===== config.mk =====
export PLATFORM = sky130hd
export DESIGN_NAME = boot_mode_loader
export DESIGN_NICKNAME = d
export VERILOG_FILES = /design/src/rtl/bml_pkg.sv /design/src/rtl/bml_clkdiv.sv /design/src/rtl/bml_shift.sv /design/src/rtl/bml_decode.sv /design/src/rtl/bml_rstseq.sv /design/src/rtl/boot_mode_loader.sv
export SDC_FILE = /design/constraint.sdc
export NUM_CORES = 1
export LEC_CHECK = 0
export BUFFER_PORTS_ARGS = -buffer_cell sky130_fd_sc_hd__buf_2
export CAP_MARGIN = 20
export CORE_MARGIN = 2
export CORE_UTILIZATION = 52
export DETAILED_ROUTE_END_ITERATION = 8
export PLACE_DENSITY = 0.7
export REMOVE_ABC_BUFFERS = 1
export SYNTH_ARGS = -nofsm -noshare
export SYNTH_HDL_FRONTEND = slang
export SYNTH_SLANG_ARGS = --single-unit

===== constraint.sdc =====
create_clock -name clk -period 3.7 [get_ports clk]
set_input_delay 0.555 -clock clk [delete_from_list [all_inputs] [get_ports clk]]
set_output_delay 0.555 -clock clk [all_outputs]
set_load 0.01 [all_outputs]

===== src/rtl/bml_pkg.sv =====
// Shared definitions for the boot-mode loader.
// Assumes: the stream carries the settings at the fixed positions listed below;
// every other position is don't-care and is not stored.
package bml_pkg;

    // Stream positions that carry settings (behaviour-defined)
    localparam int RATIO_LSB = 5;
    localparam int BIG_POS   = 8;
    localparam int WRM_LSB   = 9;
    localparam int BUS_POS   = 12;
    localparam int DLY_LSB   = 15;
    localparam int FMUL_POS  = 19;

    // Number of stored stream bits and the highest stored position
    localparam int NKEEP   = 11;
    localparam int TOP_POS = FMUL_POS;

    typedef enum logic [1:0] {
        WRM_COMPAT  = 2'b00,
        WRM_RSVD    = 2'b01,
        WRM_PIPE    = 2'b10,
        WRM_REISSUE = 2'b11
    } wr_mode_e;

    typedef struct packed {
        logic [3:0] ratio;
        logic       big_endian;
        logic       bus32;
        wr_mode_e   wr_mode;
        logic [2:0] wr_delay;
        logic       fastmul_off;
        logic       reserved;
    } mode_cfg_t;

    // Stream position stored in slot j of the packed keep vector
    function automatic int keep_pos(input int j);
        int p;
        if (j < 3)       p = RATIO_LSB + j;
        else if (j == 3) p = BIG_POS;
        else if (j < 6)  p = WRM_LSB + (j - 4);
        else if (j == 6) p = BUS_POS;
        else if (j < 10) p = DLY_LSB + (j - 7);
        else             p = FMUL_POS;
        return p;
    endfunction

    // Turn the packed keep vector into decoded settings
    function automatic mode_cfg_t decode_keep(input logic [NKEEP-1:0] v);
        mode_cfg_t  c;
        logic [2:0] rc;
        logic [1:0] wm;
        rc            = v[2:0];
        wm            = v[5:4];
        c.ratio       = (rc == 3'd7) ? 4'd0 : ({1'b0, rc} + 4'd2);
        c.big_endian  = v[3];
        c.wr_mode     = wr_mode_e'(wm);
        c.bus32       = v[6];
        c.wr_delay    = v[9:7];
        c.fastmul_off = v[10];
        c.reserved    = (rc == 3'd7) || (wm == 2'b01);
        return c;
    endfunction

endpackage


===== src/rtl/bml_clkdiv.sv =====
// Mode clock divider: free-running counter that divides clk by DIV.
// Gives a registered mode clock and a strobe on the cycle whose edge raises it.
// Assumes: DIV is even and at least 8, so data set after a rising edge has setup margin.
module bml_clkdiv #(
    parameter int DIV = 256
) (
    input  logic clk,
    input  logic pwr_ok,
    input  logic restart,
    output logic mode_clk,
    output logic sample_stb
);
    localparam int HALF = DIV / 2;
    localparam int CW   = $clog2(DIV);

    logic [CW-1:0] cnt_q;
    logic [CW-1:0] cnt_nxt;

    // Next count: wraps at DIV-1, forced to zero by a restart
    always_comb begin
        if (restart)                     cnt_nxt = '0;
        else if (cnt_q == CW'(DIV - 1))  cnt_nxt = '0;
        else                             cnt_nxt = cnt_q + 1'b1;
    end

    // Counter and registered clock; high during the upper half of the count
    always_ff @(posedge clk) begin
        if (!pwr_ok) begin
            cnt_q    <= '0;
            mode_clk <= 1'b0;
        end else begin
            cnt_q    <= cnt_nxt;
            mode_clk <= (cnt_nxt >= CW'(HALF));
        end
    end

    assign sample_stb = !restart && (cnt_q == CW'(HALF - 1));
endmodule


===== src/rtl/bml_shift.sv =====
// Bit counter and capture: counts stream bits on each strobe and stores only
// the positions that carry settings. Flags the last bit and the finished load.
// Assumes: BITS is larger than the highest stored position.
module bml_shift
    import bml_pkg::*;
#(
    parameter int BITS = 256
) (
    input  logic             clk,
    input  logic             pwr_ok,
    input  logic             restart,
    input  logic             stb,
    input  logic             din,
    output logic [NKEEP-1:0] keep_nxt,
    output logic             last,
    output logic             done
);
    localparam int IW = $clog2(BITS);

    logic [IW-1:0]    idx_q;
    logic [NKEEP-1:0] keep_q;
    logic             take;

    assign take = stb && !done;
    assign last = take && (idx_q == IW'(BITS - 1));

    // Bit index and completion flag
    always_ff @(posedge clk) begin
        if (!pwr_ok || restart) begin
            idx_q <= '0;
            done  <= 1'b0;
        end else if (take) begin
            if (last) done  <= 1'b1;
            else      idx_q <= idx_q + 1'b1;
        end
    end

    // One capture slot per stored stream position
    for (genvar j = 0; j < NKEEP; j++) begin : g_keep
        localparam int POS = keep_pos(j);
        assign keep_nxt[j] = (take && idx_q == IW'(POS)) ? din : keep_q[j];
    end

    // Captured settings bits
    always_ff @(posedge clk) begin
        if (!pwr_ok || restart) keep_q <= '0;
        else                    keep_q <= keep_nxt;
    end
endmodule


===== src/rtl/bml_decode.sv =====
// Field decode: registers the decoded settings on the edge that takes the last bit.
// Assumes: keep_in already includes any bit taken on that same edge.
module bml_decode
    import bml_pkg::*;
(
    input  logic             clk,
    input  logic             pwr_ok,
    input  logic             restart,
    input  logic             load,
    input  logic [NKEEP-1:0] keep_in,
    output mode_cfg_t        cfg
);
    // Hold decoded settings; cleared on power loss or restart
    always_ff @(posedge clk) begin
        if (!pwr_ok || restart) cfg <= mode_cfg_t'('0);
        else if (load)          cfg <= decode_keep(keep_in);
    end
endmodule


===== src/rtl/bml_rstseq.sv =====
// Reset sequencer: releases the core cold reset once the load is done and the
// board cold reset is off, then the core warm reset EXTRA clocks later.
// Assumes: done drops on the edge that restarts a load.
module bml_rstseq #(
    parameter int EXTRA = 65
) (
    input  logic clk,
    input  logic pwr_ok,
    input  logic done,
    input  logic cold_rst_n,
    input  logic warm_rst_n,
    output logic core_cold_rst_n,
    output logic core_rst_n
);
    localparam int REL = EXTRA + 1;
    localparam int EW  = $clog2(REL + 1);

    logic [EW-1:0] ext_q;
    logic          cold_rel_q;
    logic          go;

    assign go = done && cold_rst_n && warm_rst_n;

    // Cold release flag and saturating warm-release counter
    always_ff @(posedge clk) begin
        if (!pwr_ok) begin
            cold_rel_q <= 1'b0;
            ext_q      <= '0;
        end else begin
            cold_rel_q <= done && cold_rst_n;
            if (!go)                   ext_q <= '0;
            else if (ext_q != EW'(REL)) ext_q <= ext_q + 1'b1;
        end
    end

    assign core_cold_rst_n = cold_rel_q;
    assign core_rst_n      = (ext_q == EW'(REL));
endmodule


===== src/rtl/boot_mode_loader.sv =====
// Top of the boot-mode loader: divider, capture, decode and reset sequencing.
// Assumes: pwr_ok is synchronous to clk and serves as the loader's active-low reset.
module boot_mode_loader
    import bml_pkg::*;
#(
    parameter int CLK_DIV     = 256,
    parameter int STREAM_BITS = 256,
    parameter int RST_EXTRA   = 65
) (
    input  logic       clk,
    input  logic       pwr_ok,
    input  logic       cold_rst_n,
    input  logic       warm_rst_n,
    input  logic       mode_din,
    output logic       mode_clk,
    output logic       cfg_done,
    output logic [3:0] cfg_ratio,
    output logic       cfg_big_endian,
    output logic       cfg_bus32,
    output logic [1:0] cfg_wr_mode,
    output logic [2:0] cfg_wr_delay,
    output logic       cfg_fastmul_off,
    output logic       cfg_reserved,
    output logic       core_cold_rst_n,
    output logic       core_rst_n
);
    logic             cold_q;
    logic             restart;
    logic             stb;
    logic             last;
    logic [NKEEP-1:0] keep_nxt;
    mode_cfg_t        cfg;

    // Previous board cold reset level, for detecting a new assertion
    always_ff @(posedge clk) begin
        if (!pwr_ok) cold_q <= 1'b0;
        else         cold_q <= cold_rst_n;
    end

    assign restart = cold_q && !cold_rst_n;

    bml_clkdiv #(.DIV(CLK_DIV)) u_div (
        .clk       (clk),
        .pwr_ok    (pwr_ok),
        .restart   (restart),
        .mode_clk  (mode_clk),
        .sample_stb(stb)
    );

    bml_shift #(.BITS(STREAM_BITS)) u_shift (
        .clk     (clk),
        .pwr_ok  (pwr_ok),
        .restart (restart),
        .stb     (stb),
        .din     (mode_din),
        .keep_nxt(keep_nxt),
        .last    (last),
        .done    (cfg_done)
    );

    bml_decode u_dec (
        .clk    (clk),
        .pwr_ok (pwr_ok),
        .restart(restart),
        .load   (last),
        .keep_in(keep_nxt),
        .cfg    (cfg)
    );

    bml_rstseq #(.EXTRA(RST_EXTRA)) u_rst (
        .clk            (clk),
        .pwr_ok         (pwr_ok),
        .done           (cfg_done),
        .cold_rst_n     (cold_rst_n),
        .warm_rst_n     (warm_rst_n),
        .core_cold_rst_n(core_cold_rst_n),
        .core_rst_n     (core_rst_n)
    );

    assign cfg_ratio       = cfg.ratio;
    assign cfg_big_endian  = cfg.big_endian;
    assign cfg_bus32       = cfg.bus32;
    assign cfg_wr_mode     = cfg.wr_mode;
    assign cfg_wr_delay    = cfg.wr_delay;
    assign cfg_fastmul_off = cfg.fastmul_off;
    assign cfg_reserved    = cfg.reserved;
endmodule


-- Word-level counts from Yosys, hierarchy flattened
Index checks and enable logic that the tools add are counted.
- flip-flop bits (word level): 51
- bits of input ports: 5
- output and inout port bits: 17
- add/subtract/negate cells: 4
- $lt $le $gt $ge: 1
- equality and inequality tests: 18
- mux-type cells: 14
- bitwise operators: 1
- reduce and logical (&&, ||, !) cells: 26
- operators with widths (kind ; count):
    8-bit by 4-bit == test with 1-bit output, second input constant ; 5
    8-bit by 3-bit == test with 1-bit output, second input constant ; 3
    8-bit by 5-bit == test with 1-bit output, second input constant ; 3
    1-bit logical AND ; 17
    8-bit by 1-bit adder with 8-bit output, second input constant ; 2
    8-bit == test, second input constant ; 2
    8-bit two-way mux ; 2
    1-bit two-way mux ; 11
    8-bit by 7-bit == test with 1-bit output, second input constant ; 1
    8-bit >= comparator, second input constant ; 1
    7-bit by 1-bit adder with 7-bit output, second input constant ; 1
    7-bit == test, second input constant ; 1
    7-bit inequality test, second input constant ; 1
    2-bit AND reduction ; 3
    3-bit by 2-bit adder with 4-bit output, second input constant ; 1
    1-bit logical NOT ; 4
    4-bit two-way mux ; 1
    3-bit == test, second input constant ; 1
    2-bit by 1-bit == test with 1-bit output, second input constant ; 1
    1-bit logical OR ; 2
    1-bit NOT ; 1

-- Longest topological paths before layout
Gate-level depths: netlist (run 1).
- word-level depth: 9
- depth in mapped cells: 10
- gate-level depth less buffers: 9

-- By module
Synthesis (run 1) repeated with hierarchy kept, for this count alone.
- cells, all modules: 260
- area total of the unflattened synthesis: 2513.7 sq um
- modules (own cells, without submodules) (module ; times used ; cells each ; area an instance (sq um) ; sequential area each (sq um)):
    bml_shift ; 1 ; 129 ; 1204.9 ; 400.4
    bml_decode ; 1 ; 49 ; 534.3 ; 260.2
    bml_clkdiv ; 1 ; 41 ; 382.9 ; 180.2
    bml_rstseq ; 1 ; 38 ; 355.3 ; 160.2
    boot_mode_loader ; 1 ; 3 ; 36.3 ; 20.0

-- Worst setup path after synthesis (run 1)
No wires, ideal clock.
- path type: in2reg
- from: in cold_rst_n
- to: reg, netlist name u_dec.cfg[12]
- setup time: 0.120 ns
- arrival: 1.822 ns
- slack: 1.758 ns
- cell stages on the path: 9
- buffers on the path: 1
- cell sequence: nand2b_1 -> and4bb_4 -> buf_6 -> nand4_4 -> nand2_1 -> ha_1 -> nand2_1 -> nor2_1 -> a211o_1
- cells in the longest elaborated chain, start to end: 9
- RTL lines (what ; RTL line ; source):
    from (decl) ; boot_mode_loader.sv:12 ; input logic cold_rst_n,
    1-bit logical NOT * ; boot_mode_loader.sv:40 ; assign restart = cold_q && !cold_rst_n;
    1-bit logical AND * ; boot_mode_loader.sv:40 ;
    1-bit logical NOT * ; bml_clkdiv.sv:37 ; assign sample_stb = !restart && (cnt_q == CW'(HALF - 1));
    1-bit logical AND * ; bml_clkdiv.sv:37 ;
    1-bit logical AND * ; bml_shift.sv:24 ; assign take = stb && !done;
    1-bit logical AND * ; bml_shift.sv:41 ; assign keep_nxt[j] = (take && idx_q == IW'(POS)) ? din : keep_q[j];
    1-bit two-way mux * ; bml_shift.sv:41 ;
    via keep_nxt[1] ; boot_mode_loader.sv:31 ; logic [NKEEP-1:0] keep_nxt;
    3-bit by 2-bit adder with 4-bit output / 3-bit == test (equally long branches) ; bml_pkg.sv:54 ; c.ratio = (rc == 3'd7) ? 4'd0 : ({1'b0, rc} + 4'd2);
    4-bit two-way mux * ; bml_pkg.sv:54 ;
Mark *: on every way through the listed nets, which the timed path passes. The rest lies on a longest branch.
A chain may end at the register's enable or synchronous reset.

-- Final worst setup path (run 1)
- from: reg u_div.cnt_q[0]
- to: reg, netlist name u_dec.cfg[0]
- cells in the longest elaborated chain, start to end: 7
- RTL lines (what ; RTL line ; source):
    from (decl) ; bml_clkdiv.sv:16 ; logic [CW-1:0] cnt_q;
    from (signal assigned) ; bml_clkdiv.sv:32 ; cnt_q <= cnt_nxt;
    8-bit by 7-bit == test with 1-bit output * ; bml_clkdiv.sv:37 ;
    1-bit logical AND * ; bml_clkdiv.sv:37 ;
    1-bit logical AND * ; bml_shift.sv:24 ;
    1-bit logical AND ; bml_shift.sv:41 ;
    1-bit two-way mux ; bml_shift.sv:41 ;
    3-bit == test / 2-bit by 1-bit == test with 1-bit output (equally long branches) ; bml_pkg.sv:60 ; c.reserved = (rc == 3'd7) || (wm == 2'b01);
    1-bit logical OR ; bml_pkg.sv:60 ;
Every way passes the cells marked *; elsewhere a longest branch is shown, timed or not.

==> results.py, run 1 <==
metrics = {
    "pwr": {
        "irDropWorstVdd_v": 0.0002751,
        "p_leak_nw": 1.012,
        "power_density_nw_per_um2": 357.8,
    },
    "sta": {
        "max-slew-margin-rel_pct": 32.82,
        "setup-violations-final": 0,
        "final_hold_viol_count": 0,
        "timing.final.crit_share_pct": 62.60,
        "rsz0062_at_grt": "false",
        "maxSlewViolCount": 0,
        "setup_tns_ps": 0,
        "maxClockFrequency_ghz": 0.4317,
        "whs_ps": 460.2,
        "tightest_slew_ps": 1005,
        "clock_skew_ps": 8.369,
        "fin_crit_ps": 2316,
    },
    "synth": {
        "synthTopCellsByCount": "dfxtp_1 (50), nor2_1 (38), nand2_1 (19), nand3_1 (16), a21oi_1 (12)",
        "synth-edff-count": 0,
        "synth_xor_area_share_pct": 6.009,
        "synth_compound_area_share_pct": 11.75,
        "ys_ff_latch": 50,
        "synth-async-reset-ratio_pct": 0,
        "yosysSeqAreaShare_pct": 42.92,
        "synthAdderAreaFrac_pct": 4.292,
        "ys.warnings.count": 0,
        "synth.area.top_cells": "dfxtp_1 (43%), nor2_1 (6.1%), ha_1 (4.3%)",
        "synth_top_family_by_area": "simple AND/OR/NAND/NOR gates",
        "synthFlopType": "dfxtp_1",
        "muxShareOfSynthArea_pct": 3.433,
        "synth.most_common_cell": "dfxtp_1",
        "ys_types": 48,
        "synthCells": 250,
        "synth_top_area_cell": "dfxtp_1",
        "synth_area_per_cell_um2": 9.329,
        "synth_top_area_share_pct": 42.92,
        "synth-simple-area-share_pct": 27.04,
        "syn-cell-area_um2": 2332,
    },
    "floorplanning": {
        "start_util_pct": 53.94,
        "io_pins": 22,
        "row_count": 24,
        "core_area_um2": 4324,
        "fp.dieW_um": 70.97,
        "die_area_um2": 5037,
        "die_height_um": 70.97,
    },
    "critical_path": {
        "arrival_ps": 2550,
        "crit_required_ps": 3930,
        "path_cells": "ha_1 -> nand3_2 -> and4bb_4 -> and3_1 -> o21ai_0 -> o31ai_1",
        "cp_max_fo": 21,
        "crit_slowest_cell": "and3_1",
        "crit_path_end_kind": "flip-flop",
        "cp-start-kind": "flip-flop",
        "slowest_delay_ps": 610,
        "worstSetupPathType": "reg -> reg",
    },
    "layout": {
        "multi_input_area_um2": 1225,
        "stdcell_count": 320,
        "fin_nets": 280,
        "register_area_um2": 1001,
        "design_area_um2": 2525,
        "drive_above_1_share_pct": 16.79,
        "n_fill_cell": 414,
        "syn_to_final_growth_pct": 8.262,
        "antenna_cells": 0,
    },
    "drt": {
        "final_antenna_net_count": 0,
        "drc_errors": 0,
        "drt_iter0_drc": 66,
        "vias": 1730,
        "wl_per_cell_um": 12.67,
        "viasPerCell": 5.406,
        "dr.pass1.iters": 4,
        "routed_wirelength_um": 4054,
    },
    "clock_network": {
        "ctsHtreeMaxLevel": 2,
        "cts_sinks": 50,
        "cts_buffers": 5,
        "cts_tree": "yes",
        "path_clk_slew_ps": 100,
        "cts_buffer_depth": 2,
        "insertion_delay_ps": 310,
        "cts_setup_buffers": 0,
        "cts_hold_buffers": 0,
        "cts_resized": 0,
        "cts-root-buf": "clkbuf_8",
    },
    "placement": {
        "gp_congestion": 0.7966,
        "dpl.cell_count": 312,
        "hpwlAfterDp_um": 2897,
        "dpl_cell_area_um2": 2426,
        "port_buffers": 21,
    },
    "status": {
        "status": "finished, final reports clean",
    },
    "hold_path": {
        "hp-class": "reg -> reg",
    },
    "global_routing": {
        "grt_pass1_wl_um": 7596,
        "grtUsageTotal_pct": 18.48,
        "grt_pass1_vias": 1725,
        "grt_max_degree": 31,
        "antenna_found_initial": 0,
        "grt_overflow": 0,
    },
    "flow_run": {
        "drv_cap": 0,
    },
}
==> worst paths after layout <==
check | from | to | slack (ps) | cells past startpoint
setup / recovery | u_div.cnt_q[0]$_SDFF_PN0_ | u_dec.cfg[0]$_SDFFE_PP0P_ | 1380 | 6
hold / removal | u_dec.cfg[11]$_SDFFE_PP0P_ | u_dec.cfg[11]$_SDFFE_PP0P_ | 460 | 2
setup reg to reg | u_div.cnt_q[0]$_SDFF_PN0_ | u_dec.cfg[0]$_SDFFE_PP0P_ | 1380 | 6
hold reg to reg | u_dec.cfg[11]$_SDFFE_PP0P_ | u_dec.cfg[11]$_SDFFE_PP0P_ | 460 | 2
==> report_power, final <==
part	internal [mW]	switching [mW]	total (mW)	leakage, nW
logic	0.00545	0.0151	0.0205	0.561
clock network	0.154	0.186	0.340	0.0478
registers	0.541	0.00234	0.543	0.403
total	0.700	0.203	0.903	1.01
==> layout make-up <==
type	instances	share of cell area, %
Clock inverter	2	0.6442
Sequential cell	50	39.64
Tap cell	52	2.577
Inverter	8	1.189
Clock buffer	6	3.271
Timing Repair Buffer	21	4.163
Multi-Input combinational cell	181	48.51
==> sequential cells by signal, indices dropped and copies added, names as in the netlist <==
name	count
u_dec.cfg	13
u_shift.idx_q	8
u_div.cnt_q	8
cold_q	1
u_rst.core_cold_rst_n	1
u_shift.done	1
u_shift.keep_q	11
u_rst.ext_q	7
==> kinds of logic (layout without fill, tap and decap cells) <==
| family | after synthesis | after routing |
|---|---|---|
| AND/OR/NAND/NOR | 110 | 110 |
| buffers and inverters | 19 | 37 |
| adder cells (fa/ha/maj) | 8 | 8 |
| XOR/XNOR | 16 | 16 |
| AO/OA/AOI/OAI | 39 | 39 |
| flip-flops | 50 | 50 |
| multiplexers | 8 | 8 |
==> per-stage QoR <==
stage / util [%] / setup WS [ps] / power, mW
after floorplan: - / 1709 / 0.5674
after global placement: 56.11 / 1409 / 0.5764
after detailed placement: 56.11 / 1298 / 0.5769
after CTS: 58.39 / 1380 / 0.9122
after global routing: 58.39 / 1127 / 0.9386
final: 58.39 / 1384 / 0.9034
==> layout by cell type (no fill, tap or decap), types with 2 or more instances in the layout <==
cell type | Yosys | layout
a2111oi_2 | 3 | 3
a211oi_1 | 6 | 6
a21oi_1 | 12 | 12
a31oi_1 | 2 | 2
and2_1 | 4 | 4
and3_1 | 8 | 8
and4_1 | 3 | 3
buf_2 | 1 | 21
clkbuf_8 | 0 | 6
dfxtp_1 | 50 | 50
ha_1 | 8 | 8
inv_1 | 8 | 8
mux2i_1 | 8 | 8
nand2_1 | 19 | 19
nand3_1 | 16 | 16
nand3_2 | 4 | 4
nor2_1 | 38 | 38
nor2b_1 | 2 | 2
nor4_1 | 2 | 2
o2111ai_1 | 2 | 2
o21ai_0 | 6 | 6
xnor2_1 | 9 | 9
xor2_1 | 7 | 7
==> per-layer routing <==
layer / vias to the layer above / part of all wire (%) / track usage [%]
met2: 26 / 45 / 30.01
li1: 905 / - / -
met5: - / 0 / 0
met3: 6 / 3.5 / 4.274
met1: 793 / 50 / 24.58
met4: 0 / 1.5 / 5.660
==> worst max-delay path: cells and delay by family (launching register included) <==
family | cells | cell delay, ps
compound gates | 2 | 370
fa+ha+maj | 1 | 210
flops | 1 | 370
simple gates | 3 | 1290
No activity file was read; power rests on OpenSTA's default activity.
==> inputs of run 2 (changes only) <==
--- a/config.mk
+++ b/config.mk
@@ -10,7 +10,7 @@
 export CORE_MARGIN = 2
 export CORE_UTILIZATION = 52
 export DETAILED_ROUTE_END_ITERATION = 8
-export PLACE_DENSITY = 0.7
+export PLACE_DENSITY = 0.73
 export REMOVE_ABC_BUFFERS = 1
 export SYNTH_ARGS = -nofsm -noshare
 export SYNTH_HDL_FRONTEND = slang
==> constraint.sdc (replaced) <==
create_clock -name clk -period 2.1 [get_ports clk]
set_input_delay 0.315 -clock clk [delete_from_list [all_inputs] [get_ports clk]]
set_output_delay 0.315 -clock clk [all_outputs]
set_load 0.01 [all_outputs]
==> run 2 against run 1 <==
- design area grew 3.3%
- worst setup slack lost 1300 ps
- worst hold slack lost 220 ps
- cell count grew 2.8%
- via count grew 3.4%
- critical endpoint is now u_dec.cfg[12]$_SDFFE_PP0P_
- non-clock buffer count grew 10
- die area is the same
- sequential power grew 76%
- total power grew 69%
- core utilization grew 1.9 points
- maximum frequency grew 16%
==> results.py, run 2 (same netlist as run 1, synthesis figures left out) <==
metrics = {
    "placement": {
        "pre_cts_slack_ps": 122.2,
        "port_buffers": 21,
        "dpl_cell_area_um2": 2506,
        "hpwlAfterDp_um": 3108,
        "gp_congestion": 0.8430,
    },
    "critical_path": {
        "worstSetupPathType": "reg -> reg",
        "path_cells": "ha_2 -> nand3_2 -> and4bb_4 -> buf_4 -> nand3_2 -> and3_1 -> a211o_1",
        "crit_path_end_kind": "flip-flop",
        "cp_max_fo": 8,
        "slowest_delay_ps": 440,
        "reg2reg_from": "u_div.cnt_q[1]$_SDFF_PN0_",
        "crit_slowest_cell": "and4bb_4",
        "crit_required_ps": 2300,
        "timing.critical_path.from": "u_div.cnt_q[1]$_SDFF_PN0_",
        "crit_top_cell": "nand3_2",
        "arrival_ps": 2190,
        "cp-start-kind": "flip-flop",
    },
    "drt": {
        "drc_errors": 0,
        "final_antenna_net_count": 0,
        "viasPerCell": 5.438,
        "wl_per_cell_um": 13.29,
        "dr.pass1.iters": 4,
        "vias": 1789,
        "drt_iter0_drc": 61,
        "routed_wirelength_um": 4374,
    },
    "floorplanning": {
        "start_util_pct": 53.94,
        "die_area_um2": 5037,
        "die_height_um": 70.97,
        "io_pins": 22,
        "row_count": 24,
        "core_area_um2": 4324,
        "fp.dieW_um": 70.97,
    },
    "layout": {
        "n_fill_cell": 392,
        "largest_register_ffs": 13,
        "top_register": "u_dec.cfg",
        "register_area_um2": 1002,
        "top_regs": "u_dec.cfg (13), u_shift.keep_q (11)",
        "fin_nets": 290,
        "design_area_um2": 2608,
        "antenna_cells": 0,
        "layout_common_cells": "dfxtp_1 (49), nor2_1 (38), buf_2 (21), nand2_1 (19), nand3_1 (16)",
        "drive_above_1_share_pct": 20.22,
        "layout_commonest_cell": "dfxtp_1",
        "syn_to_final_growth_pct": 11.80,
        "multi_input_area_um2": 1234,
    },
    "sta": {
        "final_hold_viol_count": 0,
        "maxClockFrequency_ghz": 0.5023,
        "clock_skew_ps": 7.700,
        "setup-violations-final": 0,
        "tightest_slew_ps": 500.1,
        "fin_crit_ps": 1991,
        "timing.final.crit_share_pct": 94.80,
        "max-slew-margin-rel_pct": 66.58,
        "maxSlewViolCount": 0,
        "worst_slack_ps": 109.1,
    },
    "pwr": {
        "p_leak_nw": 1.055,
        "irDropWorstVdd_v": 0.0004757,
        "power_density_nw_per_um2": 586.5,
    },
    "flow_run": {
        "drv_cap": 0,
    },
    "global_routing": {
        "grt_max_degree": 20,
        "grt_pass1_wl_um": 7576,
        "grtUsageTotal_pct": 18.61,
        "grt_overflow": 0,
        "antenna_found_initial": 0,
        "grt_pass1_vias": 1666,
    },
    "clock_network": {
        "cts_buffers": 5,
        "cts_buffer_depth": 2,
        "cts_sinks": 50,
        "cts-root-buf": "clkbuf_8",
        "insertion_delay_ps": 300,
        "path_clk_slew_ps": 80,
        "ctsHtreeMaxLevel": 2,
        "cts_tree": "yes",
        "cts_hold_buffers": 0,
    },
    "hold_path": {
        "min_from": "cold_rst_n",
        "hp-class": "in -> reg",
    },
    "status": {
        "status": "finished, final reports clean",
    },
}
-- run 2: layout make-up --
class	count	share of cell area (%)
inverter	8	1.152
clock buffer	6	2.783
clock inverter	1	0.2879
timing repair buffer	31	7.534
sequential	50	38.44
tap	52	2.495
multi-input combinational	181	47.31
-- run 2: worst paths after layout --
path | endpoint | slack (ps) | cells after the start
max | u_dec.cfg[12]$_SDFFE_PP0P_ | 110 | 7
min reg2reg | u_div.cnt_q[0]$_SDFF_PN0_ | 430 | 1
min | cold_q$_SDFF_PN0_ | 240 | 2
max reg2reg | u_dec.cfg[12]$_SDFFE_PP0P_ | 110 | 7
-- run 2: worst max-delay path: cells and delay by family, from the launching register on --
kind                       cells  cell delay (ps)
and+or+nand+nor                4              970
DFF                            1              360
adders and majority gates      1              210
AOI/OAI and AO/OA              1              210
buffers and inverters          1              140
-- run 2: repair_timing --
action	4_1_cts	5_1_grt
endpoints found under the setup margin	0	2
setup buffers	0	1
resized for setup	0	4
-- run 2: through the flow --
stage | power [mW] | utilization, % | std cells | TNS, ps | hold WS [ps]
floorplan | 0.9997 | - | 239 | 0 | 426.1
global placement | 1.022 | 57.96 | 321 | 0 | 442.0
detailed placement | 1.022 | 57.96 | 321 | 0 | 445.1
CTS | 1.544 | 59.81 | 328 | 0 | 229.1
global route | 1.587 | 60.30 | 329 | -4.494 | 232.7
finish | 1.529 | 60.30 | 329 | 0 | 237.2
-- run 2: routing by layer --
layer / wire [µm] / global-route usage (%)
met1: 2215 / 26.20
met2: 1958 / 27.93
met3: 139 / 4.843
met4: 60 / 6.080
met5: 0 / 0
-- run 2: power by group --
group          internal, mW  switching [mW]  total, mW
clock                 0.229           0.301      0.530
combinational        0.0145          0.0281     0.0426
sequential            0.953         0.00416      0.957
total                  1.20           0.333       1.53
